File: src/rtl/wbu_pkg.sv
// Shared definitions for the word-bus serial port.
// Assumes a 6-bit byte address with word-aligned accesses.
package wbu_pkg;
    localparam int REG_DW = 32;
    localparam int BAUD_W = 24;
    localparam int ADDR_W = 6;

    localparam logic [ADDR_W-1:0] OFS_CFG    = 6'h00;
    localparam logic [ADDR_W-1:0] OFS_FLOW   = 6'h04;
    localparam logic [ADDR_W-1:0] OFS_SAMPLE = 6'h08;
    localparam logic [ADDR_W-1:0] OFS_TUNE   = 6'h0C;
    localparam logic [ADDR_W-1:0] OFS_TXD    = 6'h10;
    localparam logic [ADDR_W-1:0] OFS_RXD    = 6'h14;
    localparam logic [ADDR_W-1:0] OFS_STAT   = 6'h18;
    localparam logic [ADDR_W-1:0] OFS_IEN0   = 6'h1C;
    localparam logic [ADDR_W-1:0] OFS_IEN1   = 6'h20;
    localparam logic [ADDR_W-1:0] OFS_IEV    = 6'h24;
    localparam logic [ADDR_W-1:0] OFS_IEV1   = 6'h28;
    localparam logic [ADDR_W-1:0] OFS_IST    = 6'h2C;

    // Configuration word, most significant field first.
    typedef struct packed {
        logic [BAUD_W-1:0] baud;
        logic              on;
        logic              rx_on;
        logic              tx_on;
        logic              par_on;
        logic              par_even;
        logic              stop2;
        logic [1:0]        len;
    } line_cfg_t;

    typedef enum logic [2:0] {PH_IDLE, PH_START, PH_DATA, PH_PAR, PH_STOP} phase_t;

    // Mask of the data bits in use for a length code (0 -> 5 bits).
    function automatic logic [7:0] len_mask(input logic [1:0] len);
        return 8'hFF >> (2'd3 - len);
    endfunction
endpackage

File: src/rtl/wbu_fifo.sv
// Synchronous show-ahead queue. Assumes push is ignored when full and
// pop is ignored when empty; rdata shows the oldest entry.
module wbu_fifo #(
    parameter int WIDTH = 8,
    parameter int DEPTH = 16
) (
    input  logic             clk,
    input  logic             rst_n,
    input  logic             push,
    input  logic             pop,
    input  logic [WIDTH-1:0] wdata,
    output logic [WIDTH-1:0] rdata,
    output logic             full,
    output logic             empty
);
    localparam int AW = $clog2(DEPTH);
    localparam int CW = $clog2(DEPTH + 1);

    logic [WIDTH-1:0] mem [DEPTH];
    logic [AW-1:0]    wptr, rptr;
    logic [CW-1:0]    count;
    logic             do_push, do_pop;

    assign full    = (count == CW'(DEPTH));
    assign empty   = (count == '0);
    assign do_push = push && !full;
    assign do_pop  = pop && !empty;
    assign rdata   = mem[rptr];

    // Storage write.
    always_ff @(posedge clk) begin
        if (do_push) mem[wptr] <= wdata;
    end

    // Pointer and occupancy update.
    always_ff @(posedge clk) begin
        if (!rst_n) begin
            wptr  <= '0;
            rptr  <= '0;
            count <= '0;
        end else begin
            if (do_push) wptr <= (wptr == AW'(DEPTH - 1)) ? '0 : wptr + AW'(1);
            if (do_pop)  rptr <= (rptr == AW'(DEPTH - 1)) ? '0 : rptr + AW'(1);
            count <= count + CW'(do_push) - CW'(do_pop);
        end
    end

    AST_NO_OVERFLOW: assert property (@(posedge clk) disable iff (!rst_n)
        count <= CW'(DEPTH));
    AST_FULL_DROP: assert property (@(posedge clk) disable iff (!rst_n)
        (full && push && !pop) |=> full);
endmodule

File: src/rtl/wbu_tx.sv
// Serial transmitter. Takes characters from the show-ahead queue when idle
// and enabled. Assumes baud >= 2 and the format is stable during a frame.
module wbu_tx import wbu_pkg::*; (
    input  logic              clk,
    input  logic              rst_n,
    input  logic              go,
    input  logic [BAUD_W-1:0] baud,
    input  logic [1:0]        len,
    input  logic              par_on,
    input  logic              par_even,
    input  logic              stop2,
    input  logic              fifo_empty,
    input  logic [7:0]        fifo_data,
    output logic              fifo_pop,
    output logic              txd
);
    phase_t            ph;
    logic [BAUD_W-1:0] cnt;
    logic [7:0]        shreg, masked;
    logic [2:0]        idx, last_idx;
    logic              par_bit, stop_idx, bit_end;

    assign bit_end  = (cnt == baud - BAUD_W'(1));
    assign last_idx = 3'd4 + {1'b0, len};
    assign masked   = fifo_data & len_mask(len);
    assign fifo_pop = (ph == PH_IDLE) && go && !fifo_empty;

    // Frame sequencer: advances one bit every baud clocks.
    always_ff @(posedge clk) begin
        if (!rst_n) begin
            ph       <= PH_IDLE;
            cnt      <= '0;
            shreg    <= '0;
            idx      <= '0;
            par_bit  <= 1'b0;
            stop_idx <= 1'b0;
        end else if (ph == PH_IDLE) begin
            if (fifo_pop) begin
                ph      <= PH_START;
                cnt     <= '0;
                shreg   <= masked;
                par_bit <= par_even ? ^masked : ~^masked;
            end
        end else if (!bit_end) begin
            cnt <= cnt + BAUD_W'(1);
        end else begin
            cnt <= '0;
            case (ph)
                PH_START: begin
                    ph  <= PH_DATA;
                    idx <= '0;
                end
                PH_DATA: begin
                    shreg <= shreg >> 1;
                    if (idx == last_idx) begin
                        ph       <= par_on ? PH_PAR : PH_STOP;
                        stop_idx <= 1'b0;
                    end else begin
                        idx <= idx + 3'd1;
                    end
                end
                PH_PAR: begin
                    ph       <= PH_STOP;
                    stop_idx <= 1'b0;
                end
                default: begin
                    if (stop_idx == stop2) ph <= PH_IDLE;
                    else                   stop_idx <= 1'b1;
                end
            endcase
        end
    end

    // Line level for the current phase.
    always_comb begin
        case (ph)
            PH_START: txd = 1'b0;
            PH_DATA:  txd = shreg[0];
            PH_PAR:   txd = par_bit;
            default:  txd = 1'b1;
        endcase
    end

    AST_START_AFTER_POP: assert property (@(posedge clk) disable iff (!rst_n)
        fifo_pop |=> (txd == 1'b0));
endmodule

File: src/rtl/wbu_rx.sv
// Serial receiver. Synchronises the line, detects a start edge, checks it
// at the sample offset and samples every later bit at that offset.
// Assumes sample_at < baud. Outputs are valid in the cycle push is high.
module wbu_rx import wbu_pkg::*; (
    input  logic              clk,
    input  logic              rst_n,
    input  logic              go,
    input  logic [BAUD_W-1:0] baud,
    input  logic [BAUD_W-1:0] sample_at,
    input  logic [1:0]        len,
    input  logic              par_on,
    input  logic              par_even,
    input  logic              stop2,
    input  logic              rxd_async,
    output logic              push,
    output logic [7:0]        data,
    output logic              par_err,
    output logic              stop_err
);
    logic [2:0]        sync;
    logic              line, fall, sample_now, bit_end, stop_idx;
    phase_t            ph;
    logic [BAUD_W-1:0] cnt;
    logic [2:0]        idx, last_idx;

    assign line       = sync[1];
    assign fall       = sync[2] && !sync[1];
    assign sample_now = (cnt == sample_at);
    assign bit_end    = (cnt == baud - BAUD_W'(1));
    assign last_idx   = 3'd4 + {1'b0, len};

    // Two-stage synchroniser plus one history stage for edge detection.
    always_ff @(posedge clk) begin
        if (!rst_n) sync <= 3'b111;
        else        sync <= {sync[1:0], rxd_async};
    end

    // Frame sequencer and bit capture.
    always_ff @(posedge clk) begin
        if (!rst_n) begin
            ph       <= PH_IDLE;
            cnt      <= '0;
            idx      <= '0;
            stop_idx <= 1'b0;
            data     <= '0;
            par_err  <= 1'b0;
            stop_err <= 1'b0;
            push     <= 1'b0;
        end else begin
            push <= 1'b0;
            if (ph == PH_IDLE) begin
                if (go && fall) begin
                    ph       <= PH_START;
                    cnt      <= '0;
                    data     <= '0;
                    par_err  <= 1'b0;
                    stop_err <= 1'b0;
                end
            end else begin
                cnt <= bit_end ? '0 : cnt + BAUD_W'(1);
                case (ph)
                    PH_START: begin
                        if (sample_now && line) begin
                            ph <= PH_IDLE;
                        end else if (bit_end) begin
                            ph  <= PH_DATA;
                            idx <= '0;
                        end
                    end
                    PH_DATA: begin
                        if (sample_now) data[idx] <= line;
                        if (bit_end) begin
                            if (idx == last_idx) begin
                                ph       <= par_on ? PH_PAR : PH_STOP;
                                stop_idx <= 1'b0;
                            end else begin
                                idx <= idx + 3'd1;
                            end
                        end
                    end
                    PH_PAR: begin
                        if (sample_now)
                            par_err <= line != (par_even ? ^data : ~^data);
                        if (bit_end) begin
                            ph       <= PH_STOP;
                            stop_idx <= 1'b0;
                        end
                    end
                    default: begin
                        if (bit_end) stop_idx <= 1'b1;
                        if (sample_now) begin
                            if (!line) stop_err <= 1'b1;
                            if (stop_idx == stop2) begin
                                ph   <= PH_IDLE;
                                push <= 1'b1;
                            end
                        end
                    end
                endcase
            end
        end
    end

    AST_GLITCH_DROP: assert property (@(posedge clk) disable iff (!rst_n)
        (ph == PH_START && sample_now && line) |=> (ph == PH_IDLE && !push));
    AST_PUSH_FROM_STOP: assert property (@(posedge clk) disable iff (!rst_n)
        push |-> ($past(ph) == PH_STOP));
endmodule

File: src/rtl/wbu_uart.sv
// Register front end of the serial port: configuration, sample offset,
// two queues, latched events and the interrupt line. Assumes one bus strobe
// per cycle; reads are combinational and a read of 0x14 pops the queue.
module wbu_uart import wbu_pkg::*; #(
    parameter int FIFO_DEPTH = 16
) (
    input  logic              clk,
    input  logic              rst_n,
    input  logic [ADDR_W-1:0] bus_addr,
    input  logic              bus_wr,
    input  logic [REG_DW-1:0] bus_wdata,
    input  logic              bus_rd,
    output logic [REG_DW-1:0] bus_rdata,
    output logic              serial_tx,
    input  logic              serial_rx,
    output logic              irq
);
    localparam int NEV = 5;
    localparam int NIRQ = NEV + 2;

    line_cfg_t         cfg_r;
    logic [BAUD_W-1:0] sample_r;
    logic [NIRQ-1:0]   ien_r, raw;
    logic [NEV-1:0]    ev_r, ev_set, ev_clr;
    logic              wr_txd, rd_rxd;
    logic              tx_full, tx_empty, tx_pop;
    logic [7:0]        tx_head;
    logic              rx_full, rx_empty, rx_push, rx_perr, rx_serr;
    logic [7:0]        rx_char, rx_head;

    assign wr_txd = bus_wr && (bus_addr == OFS_TXD);
    assign rd_rxd = bus_rd && (bus_addr == OFS_RXD);

    // Software-visible configuration, sample offset and enable mask.
    always_ff @(posedge clk) begin
        if (!rst_n) begin
            cfg_r    <= '0;
            sample_r <= BAUD_W'(7);
            ien_r    <= '0;
        end else if (bus_wr) begin
            case (bus_addr)
                OFS_CFG:    cfg_r    <= line_cfg_t'(bus_wdata);
                OFS_SAMPLE: sample_r <= bus_wdata[BAUD_W-1:0];
                OFS_IEN0:   ien_r    <= bus_wdata[NIRQ-1:0];
                default:    ;
            endcase
        end
    end

    wbu_fifo #(.WIDTH(8), .DEPTH(FIFO_DEPTH)) tx_q (
        .clk(clk), .rst_n(rst_n), .push(wr_txd), .pop(tx_pop),
        .wdata(bus_wdata[7:0]), .rdata(tx_head), .full(tx_full), .empty(tx_empty)
    );

    wbu_tx tx_i (
        .clk(clk), .rst_n(rst_n), .go(cfg_r.on && cfg_r.tx_on), .baud(cfg_r.baud),
        .len(cfg_r.len), .par_on(cfg_r.par_on), .par_even(cfg_r.par_even),
        .stop2(cfg_r.stop2), .fifo_empty(tx_empty), .fifo_data(tx_head),
        .fifo_pop(tx_pop), .txd(serial_tx)
    );

    wbu_rx rx_i (
        .clk(clk), .rst_n(rst_n), .go(cfg_r.on && cfg_r.rx_on), .baud(cfg_r.baud),
        .sample_at(sample_r), .len(cfg_r.len), .par_on(cfg_r.par_on),
        .par_even(cfg_r.par_even), .stop2(cfg_r.stop2), .rxd_async(serial_rx),
        .push(rx_push), .data(rx_char), .par_err(rx_perr), .stop_err(rx_serr)
    );

    wbu_fifo #(.WIDTH(8), .DEPTH(FIFO_DEPTH)) rx_q (
        .clk(clk), .rst_n(rst_n), .push(rx_push), .pop(rd_rxd),
        .wdata(rx_char), .rdata(rx_head), .full(rx_full), .empty(rx_empty)
    );

    // Event sources: underrun, overrun, parity, stop, transmit overrun.
    assign ev_set = {rd_rxd && rx_empty, rx_push && rx_full, rx_push && rx_perr,
                     rx_push && rx_serr, wr_txd && tx_full};
    assign ev_clr = (bus_wr && bus_addr == OFS_IEV) ? bus_wdata[NEV-1:0] : '0;

    // Latched events; a new event wins over a clear in the same cycle.
    always_ff @(posedge clk) begin
        if (!rst_n) ev_r <= '0;
        else        ev_r <= (ev_r & ~ev_clr) | ev_set;
    end

    assign raw = {!rx_empty, tx_empty, ev_r};
    assign irq = |(raw & ien_r);

    // Read data selection.
    always_comb begin
        case (bus_addr)
            OFS_CFG:    bus_rdata = cfg_r;
            OFS_SAMPLE: bus_rdata = REG_DW'(sample_r);
            OFS_RXD:    bus_rdata = rx_empty ? '0 : REG_DW'(rx_head);
            OFS_STAT:   bus_rdata = REG_DW'({tx_empty, tx_full, rx_empty, rx_full});
            OFS_IEN0:   bus_rdata = REG_DW'(ien_r);
            OFS_IEV:    bus_rdata = REG_DW'(raw);
            OFS_IST:    bus_rdata = REG_DW'(raw & ien_r);
            default:    bus_rdata = '0;
        endcase
    end

    AST_TXOVR_EVENT: assert property (@(posedge clk) disable iff (!rst_n)
        (wr_txd && tx_full) |=> bus_rd || ev_r[0] || (bus_wr && bus_addr == OFS_IEV));
    AST_UNDERRUN_ZERO: assert property (@(posedge clk) disable iff (!rst_n)
        (rd_rxd && rx_empty) |-> (bus_rdata == '0));
    AST_UNDERRUN_EVENT: assert property (@(posedge clk) disable iff (!rst_n)
        (rd_rxd && rx_empty && !(bus_wr && bus_addr == OFS_IEV)) |=> ev_r[4]);
    AST_OVERRUN_EVENT: assert property (@(posedge clk) disable iff (!rst_n)
        (rx_push && rx_full && !bus_wr) |=> ev_r[3]);
endmodule

File: config.mk
export PLATFORM = sky130hd
export DESIGN_NAME = wbu_uart
export DESIGN_NICKNAME = d
export VERILOG_FILES = /design/src/rtl/wbu_pkg.sv /design/src/rtl/wbu_fifo.sv /design/src/rtl/wbu_tx.sv /design/src/rtl/wbu_rx.sv /design/src/rtl/wbu_uart.sv
export SDC_FILE = /design/constraint.sdc
export NUM_CORES = 1
export LEC_CHECK = 0
export BUFFER_PORTS_ARGS = -buffer_cell sky130_fd_sc_hd__buf_2
export CAP_MARGIN = 25
export CORE_MARGIN = 3
export CORE_UTILIZATION = 56
export CTS_CLUSTER_SIZE = 20
export DETAILED_ROUTE_END_ITERATION = 7
export PLACE_DENSITY = 0.76
export SYNTH_ARGS = -nofsm -noshare
export SYNTH_HDL_FRONTEND = slang
export SYNTH_SLANG_ARGS = --single-unit
File: constraint.sdc
create_clock -name clk -period 4 [get_ports clk]
set_clock_uncertainty 0.15 [all_clocks]
set_input_delay 0.4 -clock clk [delete_from_list [all_inputs] [get_ports clk]]
set_output_delay 0.4 -clock clk [all_outputs]
set_load 0.03 [all_outputs]
# After elaboration in Yosys (flattened, before gate mapping)
# Memories as Yosys holds them, arrays and structs flattened. A register that Yosys moved wholly into a read port is not among the register bits.
# Cells that the tools add are included.
# word_totals
register_bits	179
mem_bits_rw	256
in_bits	43
output_inout_bits	34
elab_cells	245
mem_count	2
# op_classes
n_addsub	15
n_lt_le_gt_ge	2
eq_ne	44
n_shift	1
n_mux	76
bitwise	12
reduce_logical	61
# memory_table
memory	words	width	read_ports	rd_ports_with_merged_regs	write_ports	line_no	rtl
rx_q.mem	16	8	1	1	1	wbu_fifo.sv:19	logic [WIDTH-1:0] mem [DEPTH];
tx_q.mem	16	8	1	1	1	wbu_fifo.sv:19	
# op_table
op	n
32-bit one-hot mux with 7 select lines	1
24-bit two-way mux	6
24-bit equality test	3
8-bit two-way mux	9
3-bit two-way mux	20
24-bit by 1-bit adder with 24-bit output, second input constant	2
4-bit two-way mux	8
6-bit by 5-bit equality test with 1-bit output, second input constant	4
24-bit by 1-bit subtractor with 24-bit output, second input constant	1
1-bit two-way mux	22
1-bit logical AND	20
3-bit one-hot mux with 3 select lines	2
4-bit by 1-bit adder with 4-bit output, second input constant	4
4-bit equality test, second input constant	4
4-bit AND reduction	4
8-bit XNOR reduction	2
8-bit XOR reduction	2
5-bit nonzero test	3
7-bit bitwise AND	2
2-bit nonzero test	7
3-bit by 2-bit equality test with 1-bit output, second input constant	4
6-bit equality test, second input constant	2
2-bit != test, second input constant	6
3-bit by 1-bit != test with 1-bit output, second input constant	4
39 further kinds	69

# Depth between registers and ports, before layout
# Gate-level depths: netlist of run 1.
# depth
word_depth	8
ltp_mapped	17
mapped_depth_nobuf	16

# Modules after synthesis
# Synthesis of run 1 repeated with hierarchy kept, for this count alone.
# hier_totals
hier_cells	1916
area_unflattened_um2	22110.0
# modules_own_cells
module	n_inst	cells_per_inst	area_per_inst_um2	seq_area_each_um2
wbu_fifo at tx_q	1	305	5838.1	4184.0
wbu_fifo at rx_q	1	305	5834.3	4184.0
wbu_rx	1	513	3766.1	900.9
wbu_uart	1	375	3440.8	1361.3
wbu_tx	1	418	3230.6	800.8

# Least setup slack after synthesis of run 1
# OpenSTA, ideal clock, no wires.
# synth_timing
path_kind	reg-to-reg
startpoint	register cfg_r[8] in the netlist's numbering
endpoint	register tx_i.ph[2]
setup_ps	70
arrival_ps	3840
required_ps	3780
slack_ps	-61
stages_incl_launch_ff	17
n_path_buf	5
synth_period_minus_slack_ps	4061
path_cell_list	dfxtp_1 clkbuf_1 inv_1 ha_1 buf_4 or4b_1 buf_2 or4_4 buf_6 o21a_1 a221o_1 nor4_2 nand4_2 or2_1 buf_6 or4_1 a21oi_1
# synth_via
elab_chain_cells	4
# synth_rtl
item	line_no	rtl
from (decl)	wbu_uart.sv:21	line_cfg_t cfg_r;
from (signal assigned)	wbu_uart.sv:42	OFS_CFG: cfg_r <= line_cfg_t'(bus_wdata);
24-bit by 1-bit subtractor with 24-bit output	wbu_tx.sv:23	assign bit_end = (cnt == baud - BAUD_W'(1));
24-bit equality test	wbu_tx.sv:23	
2-bit nonzero test (no line)	-	
4-bit AND reduction (no line)	-	
to (signal assigned)	wbu_tx.sv:56	ph <= par_on ? PH_PAR : PH_STOP;
to (decl)	wbu_tx.sv:17	phase_t ph;
# No other way between the ends.
# A chain may end at the register's enable or synchronous reset.

# Worst setup path after layout of run 1
# layout_timing
startpoint	register cfg_r[19] in the netlist's numbering
endpoint	register rx_i.cnt[4]
# layout_via
elab_chain_cells	4
# layout_rtl
item	line_no	rtl
24-bit by 1-bit subtractor with 24-bit output	wbu_rx.sv:29	assign bit_end = (cnt == baud - BAUD_W'(1));
24-bit equality test	wbu_rx.sv:29	
24-bit two-way mux	wbu_rx.sv:60	cnt <= bit_end ? '0 : cnt + BAUD_W'(1);
24-bit two-way mux	wbu_rx.sv:51	if (ph == PH_IDLE) begin
to (signal assigned)	wbu_rx.sv:60	
to (decl)	wbu_rx.sv:23	logic [BAUD_W-1:0] cnt;
# No other way between the ends.

==> impl_metrics.py, run 1 <==
metrics = {
    "outcome": {
        "outcome": "finished clean",
    },
    "floorplanning": {
        "design.core.area_um2": 36800,
        "die_area_um2": 39800,
        "initial_core_util_pct": 57.0,
        "boundaryPins": 77,
        "floorplan.die.width_um": 200,
        "fp.dieH_um": 200,
        "fp_rows": 70,
    },
    "critical_path": {
        "regToRegSetupSlack_ns": 0.13,
        "path_class": "flip-flop to flip-flop",
        "data_arrival_at_the_endpoint_of_the_critical_path_ns": 4.20,
        "worst_setup_path_end_kind": "flip-flop",
        "required_ns": 4.33,
        "r2r-start": "cfg_r[19]",
        "critical_path.startpoint_type": "flip-flop",
        "critical_path_peak_fanout": 17,
        "worst-r2r-cell-count": 10,
        "r2r-end": "rx_i.cnt[4]",
    },
    "pwr": {
        "p_sw_share_pct": 22.0,
        "intPower_mw": 7.24,
        "switching_power_mw": 2.04,
        "share_comb_of_total_power_pct": 3.5,
        "clockPowerShare_pct": 44.6,
        "power_density_nw_per_um2": 387,
        "irDropWorstVdd_mv": 0.442,
        "power.share.sequential_pct": 51.9,
        "p_leak_nw": 8.49,
    },
    "logic_synthesis": {
        "post_synth.cell_area_avg_um2": 11.1,
        "yosysSeqAreaShare_pct": 54.5,
        "synth.top_cells.by_count": "edfxtp_1, nand2_1, dfxtp_1",
        "synth-edff-count": 256,
        "synthCells": 1883,
        "synth.top_cells.by_area": "edfxtp_1, dfxtp_1, mux4_2",
        "async_reset_ff_share_pct": 0,
        "netlist_area_um2": 21000,
        "netlist.top_cell.by_area": "edfxtp_1",
        "synth.top_cell.area_share_pct": 36.6,
        "syn_nets": 1955,
        "yosys_most_used_dff": "edfxtp_1",
        "synth_most_common_cell": "edfxtp_1",
        "postSynthRegisterBits": 443,
        "yosysWarnings": 0,
        "unique_cell_type_count_in_the_yosys_netlist": 78,
    },
    "final_layout": {
        "post-route-util_pct": 65.2,
        "post_route_cells_drive_above_1_share_pct": 17.1,
        "flow.area_growth_from_synthesis_pct": 14.3,
        "filler_cell_count": 2686,
        "design_area_um2": 24000,
        "final_nets": 2071,
    },
    "global_route": {
        "grt_first_pass_wirelength_um": 87800,
        "grt-ovfl-total": 0,
        "vias_in_the_first_global_route": 15500,
        "gr-usage-all-layers_pct": 28.7,
        "gr-max-usage-layer": "met2",
        "gr-usage-met1_pct": 38.4,
        "gr-usage-met2_pct": 46.4,
        "antenna_found_initial": 3,
        "grt_max_degree": 66,
        "met3_usage_pct": 5.77,
    },
    "clock_network": {
        "clock_path_buffers": 3,
        "cts_tree": "built",
        "cts_made_buffers": 46,
        "clk_pin_slew_ns": 0.06,
        "cts_root_buffer": "clkbuf_16",
        "worst_skew_pair.late_latency_ns": 0.60,
        "cts_setup_buffers": 0,
        "cts_htree_levels": 2,
        "clock-sinks": 443,
    },
    "sta": {
        "layout_min_cycle_time_ns": 3.87,
        "grt_setup_unrepaired": "no",
        "tightestPinTransition_ns": 0.897,
        "setup-tns-final_ns": 0,
        "finalSetupViolations": 0,
        "max_freq_ghz": 0.258,
        "final_min_period_over_clock_period_pct": 96.8,
        "post-route-worst-setup-slack_ns": 0.126,
        "max_slew_margin_pct": 40.1,
        "timing_max_transition_violations_final": 0,
        "fin_hold_ws_ns": 0.0512,
        "final_hold_violating_endpoints": 0,
    },
    "detailed_routing": {
        "first_iter_violations": 1754,
        "drc": 0,
        "dr.pass1.iters": 5,
        "routed_wl_um": 57500,
        "post_drt_via_cell_ratio": 6.37,
        "vias_after_detailed_routing": 16000,
        "wire_per_inst_um": 23.0,
        "final_antenna_net_count": 0,
    },
    "run": {
        "max_cap_viols": 0,
    },
    "placement": {
        "globalplace.congestion": 0.980,
        "place_area_um2": 22200,
        "port-buffer-count": 76,
        "detailedPlacementHpwl_um": 39200,
        "pre_cts_ws_ns": -0.0240,
    },
    "worst_hold_path": {
        "min_delay_worst_endpoint": "ien_r[0]",
        "worst_hold_startpoint": "bus_wr",
        "hp-class": "input port to flip-flop",
        "hold_path_depth": 3,
    },
}
-- logic make-up (layout without fill, tap and decap cells) --
| kind of cell | Yosys count | after routing | share of synthesized area, % |
|---|---|---|---|
| buf+inv | 182 | 333 | 3.48 |
| fa+ha+maj | 29 | 29 | 1.80 |
| mux | 93 | 93 | 8.92 |
| simple gates | 677 | 677 | 15.8 |
| flops | 443 | 443 | 54.5 |
| xor+xnor | 125 | 125 | 5.22 |
| other cells | 0 | 1 | 0 |
| compound gates | 334 | 334 | 10.3 |
-- timing repair --
item                                    CTS  global route
hold endpoints to repair                 42             0
gates resized for setup                   1             6
hold buffers                             26             0
endpoints found under the setup margin    3            37
cloned                                    0             0
pin swaps                                 0             1
-- state kept, by name (all words and copies together), names as in the netlist, 7 cells and up, named ones only --
register,flops
tx_q.mem,128
rx_i.data,8
tx_i.shreg,8
rx_i.cnt,24
sample_r,24
ien_r,7
cfg_r,32
tx_i.cnt,24
rx_q.mem,128
-- power groups by stage --
stage	clock [mW]	combinational [mW]	sequential, mW
4_1_cts	4.18	0.319	4.82
3_5_place_dp	0	0.296	4.91
2_1_floorplan	0	0.164	4.90
3_3_place_gp	0	0.289	4.91
6_report	4.14	0.328	4.82
5_1_grt	4.37	0.351	4.81
-- layer usage --
metal,part of all wire (%),vias up
met5,0.047,-
met4,3.9,4
met3,8.9,160
met2,47,823
met1,40,7808
li1,-,7160
-- cells in the final DEF (no fill, tap or decap), drive strengths merged, types with 54 or more instances in the layout --
| master | count |
|---|---|
| edfxtp | 256 |
| nor2 | 117 |
| dfxtp | 187 |
| xnor2 | 84 |
| a21oi | 103 |
| nand3 | 64 |
| buf | 182 |
| clkbuf | 54 |
| o21ai | 73 |
| nand2 | 249 |
| mux4 | 75 |
-- worst max-delay path by stage --
stage               from      endpoint  slack [ns]  depth (start not counted)
2_1_floorplan   cfg_r[8]    tx_i.ph[2]       0.004                         16
3_3_place_gp    cfg_r[8]  rx_i.cnt[19]        0.11                         12
3_5_place_dp    cfg_r[9]  rx_i.cnt[21]       -0.02                         12
4_1_cts         cfg_r[9]    tx_i.ph[2]        0.05                         12
5_1_grt        cfg_r[19]  rx_i.cnt[19]       0.004                         11
6_report       cfg_r[19]   rx_i.cnt[4]        0.13                         10
-- per-stage QoR --
stage,power [mW],cells
2_1_floorplan,5.07,1883
3_3_place_gp,5.20,2392
3_5_place_dp,5.21,2393
4_1_cts,9.32,2502
5_1_grt,9.53,2503
6_report,9.28,2503
-- area by class of cell --
cell class	count	area, µm²	share of cell area, %
Antenna cell	1	2.50	0.0104
Multi-Input combinational cell	1258	8870	37.0
Clock buffer	54	1180	4.92
Sequential cell	443	11400	47.7
Clock inverter	29	264	1.10
Timing Repair Buffer	208	1490	6.23
Inverter	42	159	0.662
Tap cell	468	586	2.44
-- worst max-delay path: stages, from the launching register on --
cell      delay (ns)
dfxtp_1         0.31
or4_1           0.59
or4_1           0.55
nor4_4          0.45
xnor2_1         0.19
nand4_1         0.14
or4_1           0.60
o211ai_1        0.20
buf_4           0.24
nor3_1          0.07
a211o_1         0.27
Power figures use the tool's default switching activity.
==> run 2, diff against run 1 <==
--- a/config.mk
+++ b/config.mk
@@ -8,10 +8,9 @@
 export BUFFER_PORTS_ARGS = -buffer_cell sky130_fd_sc_hd__buf_2
 export CAP_MARGIN = 25
 export CORE_MARGIN = 3
-export CORE_UTILIZATION = 56
+export CORE_UTILIZATION = 40
 export CTS_CLUSTER_SIZE = 20
 export DETAILED_ROUTE_END_ITERATION = 7
-export PLACE_DENSITY = 0.76
 export SYNTH_ARGS = -nofsm -noshare
 export SYNTH_HDL_FRONTEND = slang
 export SYNTH_SLANG_ARGS = --single-unit
==> run 2 against run 1 <==
Combinational power rose by 3%. Worst setup slack gained 0.015 ns. Fmax rose by 0.40%. Non-clock buffer count increased by 19. Largest power group unchanged. Sequential power barely moved. Global-route usage fell by 8.3 points. First-iteration DRC count fell by 20%. Sequential cell count stayed put.
==> impl_metrics.py, run 2 (synthesis gave the netlist of run 1 again) <==
metrics = {
    "floorplanning": {
        "fp.dieH_um": 235,
        "die_area_um2": 55200,
        "initial_core_util_pct": 40.6,
        "boundaryPins": 77,
        "floorplan.die.width_um": 235,
        "fp_rows": 83,
        "design.core.area_um2": 51600,
    },
    "final_layout": {
        "antenna_cells_inserted": 0,
        "flow.area_growth_from_synthesis_pct": 16.7,
        "mostFrequentLayoutCell": "edfxtp_1",
        "post_route_cells_drive_above_1_share_pct": 18.3,
        "most_used_cells_in_the_layout_excluding_fill_and_tap_cells": "edfxtp_1, nand2_1, dfxtp_1",
        "final_nets": 2092,
        "largestRegisters": "rx_q.mem: 128 flops, tx_q.mem: 128 flops, cfg_r: 32 flops",
        "filler_cell_count": 4647,
        "finish.cell_count_without_fillers": 2737,
        "post-route-util_pct": 47.4,
    },
    "critical_path": {
        "worst-r2r-cell-count": 13,
        "r2r-end": "rx_i.cnt[23]",
        "r2r-start": "cfg_r[8]",
        "path_class": "flip-flop to flip-flop",
        "worst_setup_path_end_kind": "flip-flop",
        "critical_path_peak_fanout": 6,
        "critical_path.startpoint_type": "flip-flop",
        "regToRegSetupSlack_ns": 0.14,
        "data_arrival_at_the_endpoint_of_the_critical_path_ns": 4.14,
        "required_ns": 4.28,
    },
    "detailed_routing": {
        "post_drt_via_cell_ratio": 5.61,
        "first_iter_violations": 1401,
        "dr.pass1.iters": 6,
        "routed_wl_um": 57700,
        "final_antenna_net_count": 0,
        "drc": 0,
        "wire_per_inst_um": 21.1,
        "vias_after_detailed_routing": 15400,
    },
    "sta": {
        "max_slew_margin_pct": 31.9,
        "tightestPinTransition_ns": 1.02,
        "layout_min_cycle_time_ns": 3.86,
        "finalSetupViolations": 0,
        "grt_setup_unrepaired": "no",
        "post-route-worst-setup-slack_ns": 0.141,
        "timing_max_transition_violations_final": 0,
        "final_min_period_over_clock_period_pct": 96.5,
        "final_hold_violating_endpoints": 0,
        "max_freq_ghz": 0.259,
    },
    "global_route": {
        "met3_usage_pct": 3.54,
        "grt_first_pass_wirelength_um": 89200,
        "gr-usage-all-layers_pct": 20.5,
        "grt_max_degree": 73,
        "gr-usage-met1_pct": 29.0,
        "antenna_found_initial": 0,
        "vias_in_the_first_global_route": 15100,
        "gr-max-usage-layer": "met2",
        "gr-usage-met2_pct": 32.5,
        "grt-ovfl-total": 0,
    },
    "pwr": {
        "p_sw_share_pct": 21.6,
        "power.share.sequential_pct": 51.5,
        "share_comb_of_total_power_pct": 3.6,
        "irDropWorstVdd_mv": 0.312,
        "power_density_nw_per_um2": 382,
        "power.total_mw": 9.35,
        "intPower_mw": 7.33,
        "clockPowerShare_pct": 44.8,
        "p_leak_nw": 8.61,
        "switching_power_mw": 2.02,
    },
    "run": {
        "max_cap_viols": 0,
    },
    "outcome": {
        "outcome": "finished clean",
    },
    "clock_network": {
        "cts_htree_levels": 2,
        "clock_path_buffers": 3,
        "cts_root_buffer": "clkbuf_16",
        "clk_pin_slew_ns": 0.06,
        "clock-sinks": 443,
        "cts_tree": "built",
        "worst_skew_pair.late_latency_ns": 0.60,
        "cts_made_buffers": 48,
    },
    "worst_hold_path": {
        "min_delay_worst_endpoint": "ien_r[5]",
        "worst_hold_startpoint": "bus_wr",
        "hp-class": "input port to flip-flop",
        "hold_path_depth": 3,
    },
    "placement": {
        "dp_cells": 2621,
        "detailedPlacementHpwl_um": 39900,
        "globalplace.congestion": 0.953,
        "pre_cts_ws_ns": -0.212,
        "port-buffer-count": 76,
    },
}
==> run 2: changes by cell type in the layout (fill, tap and decap cells not counted), sizes merged <==
cell	before	now
buf	182	201
bufinv	3	1
clkbuf	54	76
clkinv	25	10
clkinvlp	2	0
diode	1	0
inv	41	42
==> run 2: worst max path at each step <==
stage             start           end  depth (start not counted)
6_report       cfg_r[8]  rx_i.cnt[23]                         13
5_1_grt        cfg_r[8]    tx_i.ph[2]                         13
4_1_cts        cfg_r[8]    tx_i.ph[2]                         13
3_5_place_dp   cfg_r[8]    tx_i.ph[2]                         13
3_3_place_gp   cfg_r[8]    tx_i.ph[2]                         13
2_1_floorplan  cfg_r[8]    tx_i.ph[2]                         16
==> run 2: repair_timing <==
item,in CTS,in global routing
pin swaps,0,6
gates cloned,0,2
hold buffers,26,0
setup endpoints to repair,38,30
setup buffers,0,1
endpoints found under the hold margin,42,0
gates resized for setup,1,19
==> run 2: metal layers <==
metal / vias up / share of wire (%)
li1: 7199 / -
met3: 97 / 6.2
met4: 0 / 2.6
met1: 7564 / 45
met5: - / 0
met2: 491 / 46
==> run 2: power groups by stage <==
stage	logic, mW	clock network, mW	registers, mW
finish	0.339	4.19	4.82
global route	0.367	4.48	4.82
CTS	0.329	4.29	4.82
detailed placement	0.307	0	4.91
global placement	0.304	0	4.91
floorplan	0.164	0	4.90
==> run 2: area by class of cell <==
class / count / area, µm² / area share, %
Clock buffer: 76 / 1350 / 5.53
Timing Repair Buffer: 227 / 1620 / 6.60
Tap cell: 680 / 851 / 3.48
Clock inverter: 11 / 136 / 0.557
Multi-Input combinational cell: 1258 / 8920 / 36.5
Sequential cell: 443 / 11400 / 46.7
Inverter: 42 / 160 / 0.654
==> run 2: stage by stage <==
stage | TNS, ns | hold WS (ns) | area [µm²]
2_1_floorplan | 0 | 0.236 | 21000
3_3_place_gp | -3.86 | 0.284 | 22600
3_5_place_dp | -1.31 | 0.298 | 22600
4_1_cts | 0 | 0.0302 | 24400
5_1_grt | 0 | 0.0616 | 24500
6_report | 0 | 0.0666 | 24500
==> run 2: critical path: stages, from the launching register on <==
cell      delay (ns)
dfxtp_1         0.31
inv_1           0.07
ha_2            0.20
or4b_4          0.48
or4_4           0.52
nor2_1          0.21
and4_1          0.24
a211oi_1        0.07
and4_1          0.27
a211oi_1        0.56
buf_2           0.28
buf_4           0.13
nand3_1         0.07
o311ai_0        0.14
